## src/rtl/wram_pkg.sv

```systemverilog
package wram_pkg;
  function automatic int unsigned lane_count(input int unsigned mult_log2);
    return 32'd1 << mult_log2;
  endfunction
endpackage

```

## src/rtl/wram_lane_addr.sv

```systemverilog
module wram_lane_addr
  import wram_pkg::*;
#(
  parameter int unsigned ABITS     = 4,
  parameter int unsigned MULT_LOG2 = 2,
  localparam int unsigned MULT     = lane_count(MULT_LOG2)
) (
  input  logic [ABITS-1:0]            addr_i,
  output logic [MULT-1:0][ABITS-1:0]  lane_addr_o,
  output logic                        misalign_o
);
  for (genvar l = 0; l < MULT; l++) begin : g_lane
    if (MULT_LOG2 == 0) begin : g_narrow
      assign lane_addr_o[l] = addr_i;
    end else begin : g_wide
      assign lane_addr_o[l] = {addr_i[ABITS-1:MULT_LOG2], MULT_LOG2'(l)};
    end
  end

  if (MULT_LOG2 == 0) begin : g_no_chk
    assign misalign_o = 1'b0;
  end else begin : g_chk
    assign misalign_o = |addr_i[MULT_LOG2-1:0];
  end
endmodule

```

## src/rtl/wram_array.sv

```systemverilog
module wram_array
  import wram_pkg::*;
#(
  parameter int unsigned WORD_W    = 8,
  parameter int unsigned DEPTH     = 16,
  parameter int unsigned ABITS     = 4,
  parameter int unsigned MULT_LOG2 = 2,
  localparam int unsigned MULT     = lane_count(MULT_LOG2)
) (
  input  logic                            clk_i,
  input  logic                            rst_ni,
  input  logic [MULT-1:0][WORD_W-1:0]     we_i,
  input  logic [MULT-1:0][ABITS-1:0]      wa_i,
  input  logic [MULT-1:0][WORD_W-1:0]     wd_i,
  input  logic [MULT-1:0][ABITS-1:0]      ra_i,
  output logic [MULT-1:0][WORD_W-1:0]     rd_o
);
  logic [DEPTH-1:0][WORD_W-1:0] mem_w;

  for (genvar w = 0; w < DEPTH; w++) begin : g_word
    localparam int unsigned L = w % MULT;
    logic [WORD_W-1:0] q;
    logic              hit;
    assign hit = (wa_i[L] == ABITS'(w));
    always_ff @(posedge clk_i or negedge rst_ni) begin
      if (!rst_ni)  q <= '0;
      else if (hit) q <= (q & ~we_i[L]) | (wd_i[L] & we_i[L]);
    end
    assign mem_w[w] = q;
  end

  // read sees pre-edge contents: old data on collision
  for (genvar l = 0; l < MULT; l++) begin : g_rd
    assign rd_o[l] = mem_w[ra_i[l]];

    if (MULT_LOG2 > 0) begin : g_lane_chk
      p_lane_idx_r2: assert property (@(posedge clk_i) disable iff (!rst_ni)
        (|we_i[l]) |-> (wa_i[l][MULT_LOG2-1:0] == MULT_LOG2'(l)))
        else $error("write lane %0d off its slot", l);
      p_lane_group_r2: assert property (@(posedge clk_i) disable iff (!rst_ni)
        (|we_i[l]) |-> (wa_i[l][ABITS-1:MULT_LOG2] == wa_i[0][ABITS-1:MULT_LOG2]))
        else $error("write lane %0d left its group", l);
    end
  end
endmodule

```

## src/rtl/wide_ram.sv

```systemverilog
module wide_ram
  import wram_pkg::*;
#(
  parameter int unsigned WORD_W    = 8,
  parameter int unsigned DEPTH     = 16,
  parameter int unsigned MULT_LOG2 = 2,
  localparam int unsigned MULT     = lane_count(MULT_LOG2),
  localparam int unsigned WIDE_W   = WORD_W * MULT,
  localparam int unsigned ABITS    = $clog2(DEPTH)
) (
  input  logic              clk_i,
  input  logic              rst_ni,
  input  logic [WIDE_W-1:0] wr_bit_en_i,
  input  logic [ABITS-1:0]  wr_addr_i,
  input  logic [WIDE_W-1:0] wr_data_i,
  input  logic              rd_en_i,
  input  logic [ABITS-1:0]  rd_addr_i,
  output logic [WIDE_W-1:0] rd_data_o,
  output logic              wr_err_o,
  output logic              rd_err_o
);
  logic [MULT-1:0][ABITS-1:0]  wr_lane_addr, rd_lane_addr;
  logic [MULT-1:0][WORD_W-1:0] wr_lane_en, wr_lane_data, rd_lane_word;
  logic                        wr_misalign, rd_misalign;
  logic [WIDE_W-1:0]           rd_q;
  logic                        wr_err_q, rd_err_q;

  wram_lane_addr #(.ABITS(ABITS), .MULT_LOG2(MULT_LOG2)) u_wr_addr (
    .addr_i(wr_addr_i), .lane_addr_o(wr_lane_addr), .misalign_o(wr_misalign));

  wram_lane_addr #(.ABITS(ABITS), .MULT_LOG2(MULT_LOG2)) u_rd_addr (
    .addr_i(rd_addr_i), .lane_addr_o(rd_lane_addr), .misalign_o(rd_misalign));

  // lane 0 occupies the low bits of the wide bus
  assign wr_lane_en   = wr_misalign ? '0 : wr_bit_en_i;
  assign wr_lane_data = wr_data_i;

  wram_array #(.WORD_W(WORD_W), .DEPTH(DEPTH), .ABITS(ABITS), .MULT_LOG2(MULT_LOG2)) u_array (
    .clk_i(clk_i), .rst_ni(rst_ni),
    .we_i(wr_lane_en), .wa_i(wr_lane_addr), .wd_i(wr_lane_data),
    .ra_i(rd_lane_addr), .rd_o(rd_lane_word));

  always_ff @(posedge clk_i or negedge rst_ni) begin
    if (!rst_ni) begin
      rd_q     <= '0;
      rd_err_q <= 1'b0;
      wr_err_q <= 1'b0;
    end else begin
      if (rd_en_i && !rd_misalign) rd_q <= rd_lane_word;
      rd_err_q <= rd_en_i && rd_misalign;
      wr_err_q <= wr_misalign && (|wr_bit_en_i);
    end
  end

  assign rd_data_o = rd_q;
  assign wr_err_o  = wr_err_q;
  assign rd_err_o  = rd_err_q;

  p_rd_idle_hold_r8: assert property (@(posedge clk_i) disable iff (!rst_ni)
    !rd_en_i |=> ($stable(rd_data_o) && !rd_err_o))
    else $error("read data moved while idle");

  if (MULT_LOG2 > 0) begin : g_port_chk
    p_rd_misalign_hold_r7: assert property (@(posedge clk_i) disable iff (!rst_ni)
      (rd_en_i && (|rd_addr_i[MULT_LOG2-1:0])) |=> ($stable(rd_data_o) && rd_err_o))
      else $error("misaligned read updated data or missed flag");
    p_wr_misalign_flag_r6: assert property (@(posedge clk_i) disable iff (!rst_ni)
      ((|wr_bit_en_i) && (|wr_addr_i[MULT_LOG2-1:0])) |=> wr_err_o)
      else $error("misaligned write not flagged");
    p_wr_aligned_clear_r6: assert property (@(posedge clk_i) disable iff (!rst_ni)
      (wr_addr_i[MULT_LOG2-1:0] == '0) |=> !wr_err_o)
      else $error("aligned write flagged");
  end
endmodule

```

## config.mk

```make
export PLATFORM = sky130hd
export DESIGN_NAME = wide_ram
export DESIGN_NICKNAME = d
export VERILOG_FILES = /design/src/rtl/wram_pkg.sv /design/src/rtl/wram_lane_addr.sv /design/src/rtl/wram_array.sv /design/src/rtl/wide_ram.sv
export SDC_FILE = /design/constraint.sdc
export NUM_CORES = 1
export LEC_CHECK = 0
export BUFFER_PORTS_ARGS = -buffer_cell sky130_fd_sc_hd__buf_2
export CAP_MARGIN = 20
export CORE_UTILIZATION = 48
export CTS_BUF_LIST = sky130_fd_sc_hd__clkbuf_8
export CTS_CLUSTER_SIZE = 12
export DETAILED_ROUTE_END_ITERATION = 8
export PLACE_DENSITY = 0.69
export SLEW_MARGIN = 5
export SYNTH_ARGS = -nofsm -noshare
export SYNTH_HDL_FRONTEND = slang
export SYNTH_SLANG_ARGS = --single-unit
```

## constraint.sdc

```tcl
create_clock -name clk_i -period 1.5 [get_ports clk_i]
set_input_delay 0.075 -clock clk_i [delete_from_list [all_inputs] [get_ports clk_i]]
set_output_delay 0.075 -clock clk_i [all_outputs]
set_load 0.03 [all_outputs]
```

Word-level counts from Yosys, hierarchy flattened
Cells that the tools add are included.
Widths: inputs -> output; s select.
{ "word_totals": {"register_bits": 162, "in_bits": 75, "word_cells": 84} }
{ "op_classes": {"order_cmp": 4, "eq_ne": 3, "n_mux": 9, "bitwise_logic": 40, "reduce_logical": 9} }
{ "ops": {"columns": ["operator", "count"], "rows": [
  ["$and 8x8->8", 20],
  ["$or 8x8->8", 16],
  ["$bmux 8 s2", 4],
  ["$mux 32", 1],
  ["$mux 8", 4],
  ["$not 8->8", 4],
  ["$reduce_or 32->1", 1],
  ["$lt 4x5->1 const B", 4],
  ["$eq 2x2->1 const B", 2],
  ["$logic_not 4->1", 1],
  ["$reduce_or 2->1", 2],
  ["$logic_and 1x1->1", 3],
  ["$eq 2x1->1 const B", 1],
  ["$logic_not 2->1", 1],
  ["$logic_not 1->1", 1]
]} }

Longest topological paths before layout
Gate-level depths: netlist (run 1).
{ "logic_depth": {"word_depth": 5, "mapped_depth": 5} }

Cells and area by module
A second synthesis (run 1) with hierarchy kept.
{ "hier_totals": {"cells_unflattened": 847, "hier_area_um2": 11499.8} }
{ "modules_own_cells": {"columns": ["mod", "instances", "cells_per_inst", "area_each_um2"], "rows": [
  ["wram_array", 1, 691, 9534.1],
  ["wide_ram", 1, 118, 1697.9],
  ["wram_lane_addr", 2, 19, 133.9]
]} }

Least setup slack after synthesis (run 1)
Ideal clock, no wire load.
{ "synth_path": {"kind": "register -> register", "from": "register (tool-made name)", "to": "register rd_q[0] (netlist: rd_data_o[0])", "setup_time_ns": 0.125, "arrival_ns": 1.076, "required_ns": 1.375, "path_slack_ns": 0.299, "path_stages_with_launch": 3, "path_buffers": 0, "cell_sequence": "dfrtp_1 > mux4_1 > mux2_2"} }
{ "synth_lines": {"columns": ["element", "line_no", "rtl"], "rows": [
  ["end signal: assignment", "wide_ram.sv:49", "if (rd_en_i && !rd_misalign) rd_q <= rd_lane_word;"],
  ["end: declaration", "wide_ram.sv:25", "logic [WIDE_W-1:0] rd_q;"]
]} }

Worst setup path in the final report (run 1)
{ "layout_path": {"from": "input port wr_bit_en_i[5]", "to": "register wr_err_q (netlist: wr_err_o)"} }
{ "layout_between": {"elab_chain_len": 2} }
{ "layout_lines": {"columns": ["element", "line_no", "rtl"], "rows": [
  ["start: declaration", "wide_ram.sv:13", "input logic [WIDE_W-1:0] wr_bit_en_i,"],
  ["$reduce_or 32->1", "wide_ram.sv:51", "wr_err_q <= wr_misalign && (|wr_bit_en_i);"],
  ["$logic_and 1x1->1", "wide_ram.sv:51", null],
  ["end signal: assignment", "wide_ram.sv:51", null],
  ["end: declaration", "wide_ram.sv:26", "logic wr_err_q, rd_err_q;"]
]} }
No other way between the ends.
A chain may end at the register's enable or synchronous reset.

==> results.md, run 1 <==
Status:
- The flow ran to the end, and the final reports show no timing, DRC or antenna violations.

STA:
- The tightest hold path in the finished design has a slack of 0.01773 ns.
- The setup skew after layout is 0.005418 ns.
- In the final timing run, aggregate negative setup slack is 0 ns.
- The final count of hold timing violations is 0.
- The slew of the pin with the lowest slew margin is 0.5576 ns.
- Derived from the worst setup path, the maximum achievable clock frequency is 0.6708 GHz.
- Setup violations remaining at the end of the flow were counted as 0.
- Setup repair after global routing left no endpoint under its margin.
- The final clock period utilization by the worst path is 0.9939.
- The final count of pins violating max slew was 0.
- The relative slew slack is 0.6248.
- The final critical delay including setup and external delays is 1.491 ns.

Finish:
- The fraction of layout instances using a drive strength above 1 is 0.4642.
- After filler insertion, the fill cell instance count of the layout stands at 1,179.
- Leaving out filler cells and counting taps, the final layout contains 981.
- The count of nets after finishing is 833.
- In the final layout, flip-flops and latches occupy 4054 µm².
- From synthesis to final layout, the design area changed by 31.93%.
- Summing all multi-input logic gate instances after layout gives 3452 µm².

Yosys:
- The library cell occupying the most area in the post-synthesis netlist is dfrtp_1.
- The count of warnings emitted by yosys is 0.
- After synthesis, the mean cell area works out to 14.29 µm².
- In this run the cell area of the synthesized design comes to 7704 µm².
- Sorting the synthesized cells by how often they occur yields dfrtp_1, mux2_2, nand3_1, mux2_4, mux4_2.
- The number of enable-type register cells in the synthesized netlist is 0.
- dfrtp_1 is the most common cell in the netlist.
- After synthesis, the share of flip-flops with an asynchronous set or reset is 1.000.
- The synthesized design contains 162 register bits.
- For this run, the register share of the synthesized area comes to 0.5262.
- The unique cell type count in the Yosys netlist is 20.
- The most used flip-flop cell after synthesis is dfrtp_1.
- Counting every net in the synthesized netlist gives 614.
- The gate count after technology mapping is 539.
- By area the synthesized netlist is led by dfrtp_1, mux2_2, mux4_2.
- The share of synthesized area in the top cell type comes to 0.5262.

Setup path:
- The path type of the worst setup path is in -> reg.
- The register-to-register setup slack is 0.16 ns.
- The critical path goes through buf_2 -> nor4_1 -> nand4_1 -> o22a_1 -> dlygate4sd3_1.
- In this run the worst path has a maximum fanout of 5.
- STA puts the critical path data required time at 1.83 ns.
- STA classifies the critical path endpoint as a register.
- The worst path buffer plus inverter count is 2.
- Counting cells, the worst reg-to-reg path comes to 2.
- The delay of the slowest cell on the worst path is 0.54 ns.
- The signal arrival time at the worst endpoint is 1.83 ns.
- The family of cells with the greatest summed delay on the critical path is simple AND/OR/NAND/NOR gates.
- Among all stages on the critical path, the largest delay is contributed by dlygate4sd3_1.
- STA classifies the critical path startpoint as an input port.

Global routing:
- The via count of the first global-routing pass is 6,029.
- The global-route wire length before repair is 30,770 µm.
- The pin count of the biggest net entering global routing is 51.
- Across every metal layer, demand over resource in global routing totals 0.2472.
- For this run the aggregate overflow at the end of global routing stands at 0.
- The number of antenna violations at the first check in global routing came to 0.

Power and ir drop:
- The logic gate share of total power is 0.294.
- The overall power of the completed layout is 0.01327 W.
- The static leakage is 4.395 nW.
- Of the total power, the share spent switching nets is 0.2980.
- For this design the total switching power over the nets is 0.003956 W.
- Of the total power, registers draw 0.464.
- The peak supply drop is 866.5 µV.
- The clock share of power is 0.241.
- Dividing total power by cell area gives a power density of 1306 nW/µm².
- The internal power of the cells is 0.009318 W.

Routing:
- The initial detailed-routing violation count is 337.
- The first-pass iteration count of the detailed router is 5.
- Summed over all layers, the routed wires come to 19,320 µm.
- The via density per instance is 5.782.
- The detailed-route DRC error count is 0.
- The number of vias after detailed routing is 5,672.
- The average routed wire per standard cell is 19.70 µm.
- In this run the remaining antenna-violating nets after routing total 0.

Clock tree:
- The root buffer cell chosen for the clock tree is clkbuf_8.
- Clock-pin slew was measured on the worst setup and hold paths at 0.08 ns.
- The tree built by TritonCTS fans out to 162 sinks.
- The clock passes through at most 2 buffers.
- The number of buffers created by CTS is 17.
- TritonCTS built the clock tree.
- CTS built an H-tree with a depth of 4.
- The later-pin clock latency in the skew report is 0.45 ns.

Min path:
- The tightest min-delay check is of the in -> reg type.
- The hold path startpoint is wr_bit_en_i[5].
- The number of cells traversed by the worst hold path is 3.

Placement:
- The number of cells in the design after placement is 844.
- Routability-driven placement finished with a final weighted congestion of 0.7603.
- The final HPWL from detailed placement is 12,010 µm.
- The count of buffers from port buffering is 108.

Floorplan:
- Measured along the x axis, the die boundary spans 128.7 µm.
- The number of top-level pins is 109.
- The area of the core is 15,430 µm².
- The die outline height is 128.7 µm.
- The die footprint is 16,560 µm².
- Row generation in the floorplan step produced 45 rows.
- The starting density of the core is 0.4994.

Flow run:
- The count of maximum capacitance violations is 0.
## through the flow
step	cell area [µm²]	setup slack, ns	utilization
6_report	10160	0.009222	0.6588
5_1_grt	10160	0.002906	0.6586
4_1_cts	10150	0.03100	0.6580
3_5_place_dp	8690	0.07867	0.5633
3_3_place_gp	8690	0.1069	0.5633
2_1_floorplan	7704	0.2995	-
## layout by cell type (no fill, tap or decap), drive strengths merged, types with 2 or more instances in the layout
cell / n
nand4: 2
nor2b: 2
nor4: 8
clkinv: 6
mux2: 160
buf: 132
dfrtp: 162
clkinvlp: 2
bufinv: 3
mux4: 32
dlygate4sd3: 107
nand3: 128
clkbuf: 18
nor2: 2
## final cells by class
| type | count | area share |
|---|---|---|
| Antenna cell | 1 | 0.0002462 |
| Clock buffer | 18 | 0.02438 |
| Clock inverter | 12 | 0.01403 |
| Multi-Input combinational cell | 338 | 0.3397 |
| Sequential cell | 162 | 0.3989 |
| Tap cell | 211 | 0.02598 |
| Timing Repair Buffer | 239 | 0.1968 |
## kinds of logic after synthesis
kind of cell           after synthesis  share of synthesized area
flip-flops                         162                     0.5262
multiplexers                       192                     0.3430
buffers and inverters               39                    0.03232
AO/OA/AOI/OAI                        2                   0.002112
AND/OR/NAND/NOR                    144                    0.09631
## power groups by stage
stage               Combinational (W)  Sequential [W]  Clock (W)
floorplan                     0.00180         0.00670          0
global placement              0.00337         0.00615          0
detailed placement            0.00350         0.00621          0
CTS                           0.00391         0.00614    0.00328
global route                  0.00416         0.00628    0.00346
finish                        0.00390         0.00616    0.00320
## routing by layer
metal / part of all wire / vias to the layer above / track usage
li1: - / 2466 / -
met2: 0.51 / 218 / 0.4203
met5: 0 / - / 0
met4: 0.017 / 0 / 0.08720
met3: 0.065 / 29 / 0.05239
met1: 0.41 / 2959 / 0.3142
## how the worst max path moves through the flow
stage                          from                   endpoint  slack, ns  depth (start not counted)
global route         wr_bit_en_i[5]         wr_err_o$_DFF_PN0_      0.003                          5
global placement     wr_bit_en_i[2]         wr_err_o$_DFF_PN0_       0.11                          5
detailed placement     rd_addr_i[2]  rd_data_o[20]$_DFFE_PN0P_       0.08                          4
finish               wr_bit_en_i[5]         wr_err_o$_DFF_PN0_      0.009                          5
CTS                 wr_bit_en_i[28]         wr_err_o$_DFF_PN0_       0.03                          6
floorplan                  register   rd_data_o[0]$_DFFE_PN0P_       0.30                          2
## repair_timing
item	CTS	global route
endpoints found under the setup margin	0	1
setup buffers	0	0
hold endpoints to repair	236	0
gates resized for setup	0	2
hold buffers	107	0
## worst register-to-register path, cell delays in order, from the launching register on
cell and delay, ns:
dfrtp_1 0.39, mux2_2 0.26, dlygate4sd3_1 0.57
No activity file was read; power rests on OpenSTA's default activity.
==> run 2: changes to the inputs <==
--- a/config.mk
+++ b/config.mk
@@ -11,6 +11,7 @@
 export CTS_BUF_LIST = sky130_fd_sc_hd__clkbuf_8
 export CTS_CLUSTER_SIZE = 12
 export DETAILED_ROUTE_END_ITERATION = 8
+export GPL_TIMING_DRIVEN = 0
 export PLACE_DENSITY = 0.69
 export SLEW_MARGIN = 5
 export SYNTH_ARGS = -nofsm -noshare
==> run 2 against run 1 <==
- sequential share of layout area rose by 0.98 points
- first-iteration DRC count rose by 14%
- die area unchanged
- global-route usage grew 1.8 points
- sequential power barely moved
- maximum frequency is essentially flat
- register-to-register slack about the same
- final area shrank 2.4%
- combinational power decreased by 3%
- via count decreased by 0.30%
- critical path type unchanged
- largest cell class unchanged
==> results.md, run 2 (synthesized netlist as in run 1, its figures left out) <==
STA:
- The worst slack on hold paths is 0.05161 ns (+0.03388 ns).
- The final count of pins violating max slew is 0 (unchanged).
- The slew of the pin with the lowest slew margin was 0.7777 ns (+0.2201 ns).
- The setup skew after layout is 0.009690 ns (+0.004273 ns).
- The final critical delay including setup and external delays is 1.492 ns (+0.001066 ns).
- Setup repair after global routing could not meet its margin everywhere.
- The number of setup violations in the final report is 0 (unchanged).
- The relative slew slack came to 0.4816 (-0.1433).
- The smallest setup slack after layout is 0.008155 ns (-0.001066 ns).
- The final clock period utilization by the worst path came to 0.9946 (about the same).
- The top achievable clock speed is 0.6703 GHz (about the same).
- The final count of hold timing violations is 0 (unchanged).

Placement:
- The final HPWL from detailed placement is 13,170 µm (+9.7%).
- The post-place instance area is 8541 µm² (-1.7%).
- The weighted congestion at the end of routability-driven global placement is 0.7655 (+0.68%).
- The post-place setup slack is -0.1563 ns (-0.2349 ns).
- The count of buffers from port buffering is 107 (-0.93%).

Clock tree:
- The maximum buffer depth of the clock tree is 2 (unchanged).
- The number of buffers inserted to repair setup after CTS is 0 (unchanged).
- The number of clock sinks seen by CTS is 162 (unchanged).
- The H-tree depth is 4 (unchanged).
- The later-pin clock latency in the skew report is 0.47 ns (+0.02 ns).
- The register clock-pin slew on the reported worst setup and hold paths is 0.09 ns (about the same).
- The cell sitting at the root of the clock tree is a clkbuf_8.
- The number of buffers created by CTS is 17 (unchanged).
- The TritonCTS clock tree is done.

Routing:
- The initial detailed-routing violation count is 384 (+14%).
- The total wire length after detailed routing is 20,480 µm (+6.0%).
- The first-pass iteration count of the detailed router was 5 (unchanged).
- The number of vias after detailed routing was 5,655 (-0.30%).
- The remaining antenna violation count is 0 (unchanged).
- The average routed wire per standard cell is 20.90 µm (+6.1%).
- The detailed-route DRC error count is 0 (unchanged).
- The via density per instance is 5.770 (-0.20%).

Setup path:
- The signal arrival time at the worst endpoint was 1.85 ns (+0.02 ns).
- The capturing element type of the critical path is a register.
- The setup path with the least slack is of type in -> reg.
- Walking the worst path, the cells encountered are dlygate4sd3_1 -> buf_2 -> nor4_2 -> nand4_1 -> o22a_1 -> dlygate4sd3_1.
- The most numerous cell type found on the critical path is dlygate4sd3_1.
- The cell with the biggest individual delay on the critical path is dlygate4sd3_1.
- The required time of the worst setup path is 1.86 ns (+0.03 ns).
- The kind of start point of the critical path is an input port.
- The delay of the slowest cell on the worst path is 0.55 ns (about the same).
- The highest net fanout along the worst path is 5 (unchanged).

Finish:
- The top cell types in the final layout, fill and taps aside, are dfrtp_1, mux2_2, buf_2.
- The fraction of layout instances using a drive strength above 1 is 0.4811 (+0.01686).
- The count of nets after finishing is 829 (-0.48%).
- The filler cell count in the final layout is 1,200 (+1.8%).
- The post-synthesis to final-layout area growth is 28.76%.
- The final cell area excluding filler cells came to 9920 µm² (-2.4%).
- The most common library cell in the layout ignoring fill and taps is dfrtp_1.

Floorplan:
- The number of top-level pins is 109 (unchanged).
- The starting density of the core is 0.4994 (unchanged).
- The area of the core is 15,430 µm² (unchanged).
- The die boundary width came to 128.7 µm (unchanged).
- The die footprint is 16,560 µm² (unchanged).
- The number of standard-cell rows in the floorplan is 45 (unchanged).
- The die outline height is 128.7 µm (unchanged).

Global routing:
- The global routing usage summed across all routing layers came to 0.2653 (+0.01811).
- The via count of the first global-routing pass is 6,069 (+0.66%).
- The pin count of the biggest net entering global routing is 104 (+100%).
- The global-route wire length before repair is 32,490 µm (+5.6%).
- The total global routing overflow is 0 (unchanged).
- The number of antenna violations at the first check in global routing came to 2 (+2).

Min path:
- The tightest min-delay check is of the in -> reg type.

Flow run:
- The count of maximum capacitance violations is 0 (unchanged).

Power and ir drop:
- The static leakage is 4.349 nW (-1.0%).
- The peak supply drop is 932.4 µV (+7.6%).
- The power per unit of standard cell area is 1377 nW/µm² (+5.4%).
- The overall power of the completed layout is 0.01366 W (+2.9%).

Status:
- The run finished with clean final reports.
==> run 2: cell types whose count changed in the layout (fill, tap and decap cells not counted), moves of 3 or more <==
cell,before,now
buf_1,0,3
buf_12,16,3
buf_2,106,129
buf_4,9,3
clkbuf_4,0,5
clkinv_4,1,4
dlygate4sd3_1,107,88
==> run 2: area by class of cell <==
class	instances	area (µm²)	area share
Sequential cell	162	4054	0.4087
Multi-Input combinational cell	338	3412	0.3440
Timing Repair Buffer	196	1454	0.1466
Tap cell	211	264.0	0.02661
Clock buffer	19	261.5	0.02636
Buffer	39	261.5	0.02636
Clock inverter	13	207.7	0.02094
Antenna cell	2	5.005	0.0005045
==> run 2: per-layer routing <==
| layer | track usage | routed length, µm | vias to the layer above |
|---|---|---|---|
| li1 | - | - | 2457 |
| met1 | 0.3478 | 8785 | 2919 |
| met2 | 0.4350 | 9993 | 245 |
| met3 | 0.05821 | 1303 | 34 |
| met4 | 0.09827 | 398 | 0 |
| met5 | 0 | 0 | - |
==> run 2: worst paths after layout <==
| kind | startpoint | slack [ns] | endpoint | depth (start not counted) |
|---|---|---|---|---|
| min reg2reg | rd_data_o[1]$_DFFE_PN0P_ | 0.51 | rd_data_o[1]$_DFFE_PN0P_ | 1 |
| min | rd_addr_i[0] | 0.05 | rd_data_o[0]$_DFFE_PN0P_ | 3 |
| min in group asynchronous | rst_ni | 0.12 | async pin | 2 |
| max in group asynchronous | rst_ni | 0.53 | async pin | 3 |
| max | wr_bit_en_i[29] | 0.008 | wr_err_o$_DFF_PN0_ | 6 |
| max reg2reg | register | 0.16 | register | 2 |
==> run 2: critical path, delay by kind of cell <==
family / cells / cell delay, ns
AO/OA/AOI/OAI: 1 / 0.18
AND/OR/NAND/NOR: 2 / 0.37
buffers and inverters: 3 / 1.23
==> run 2: what timing repair did <==
| item | CTS | global route |
|---|---|---|
| gates resized for setup | 0 | 8 |
| endpoints found under the hold margin | 189 | 0 |
| endpoints found under the setup margin | 0 | 16 |
| hold buffers | 88 | 0 |
==> run 2: report_power, final <==
| group | switching [W] | leakage, nW | internal, W |
|---|---|---|---|
| clock network | 0.00168 | 0.236 | 0.00207 |
| logic | 0.00175 | 2.12 | 0.00203 |
| registers | 0.000621 | 1.99 | 0.00551 |
==> run 2: metrics by stage <==
step | utilization | TNS, ns | std cells
floorplan | - | 0 | 539
global route | 0.6428 | -0.09101 | 979
global placement | 0.5512 | -321.65 | 857
finish | 0.6430 | 0 | 980
CTS | 0.6411 | 0 | 978
detailed placement | 0.5536 | -4.585 | 858
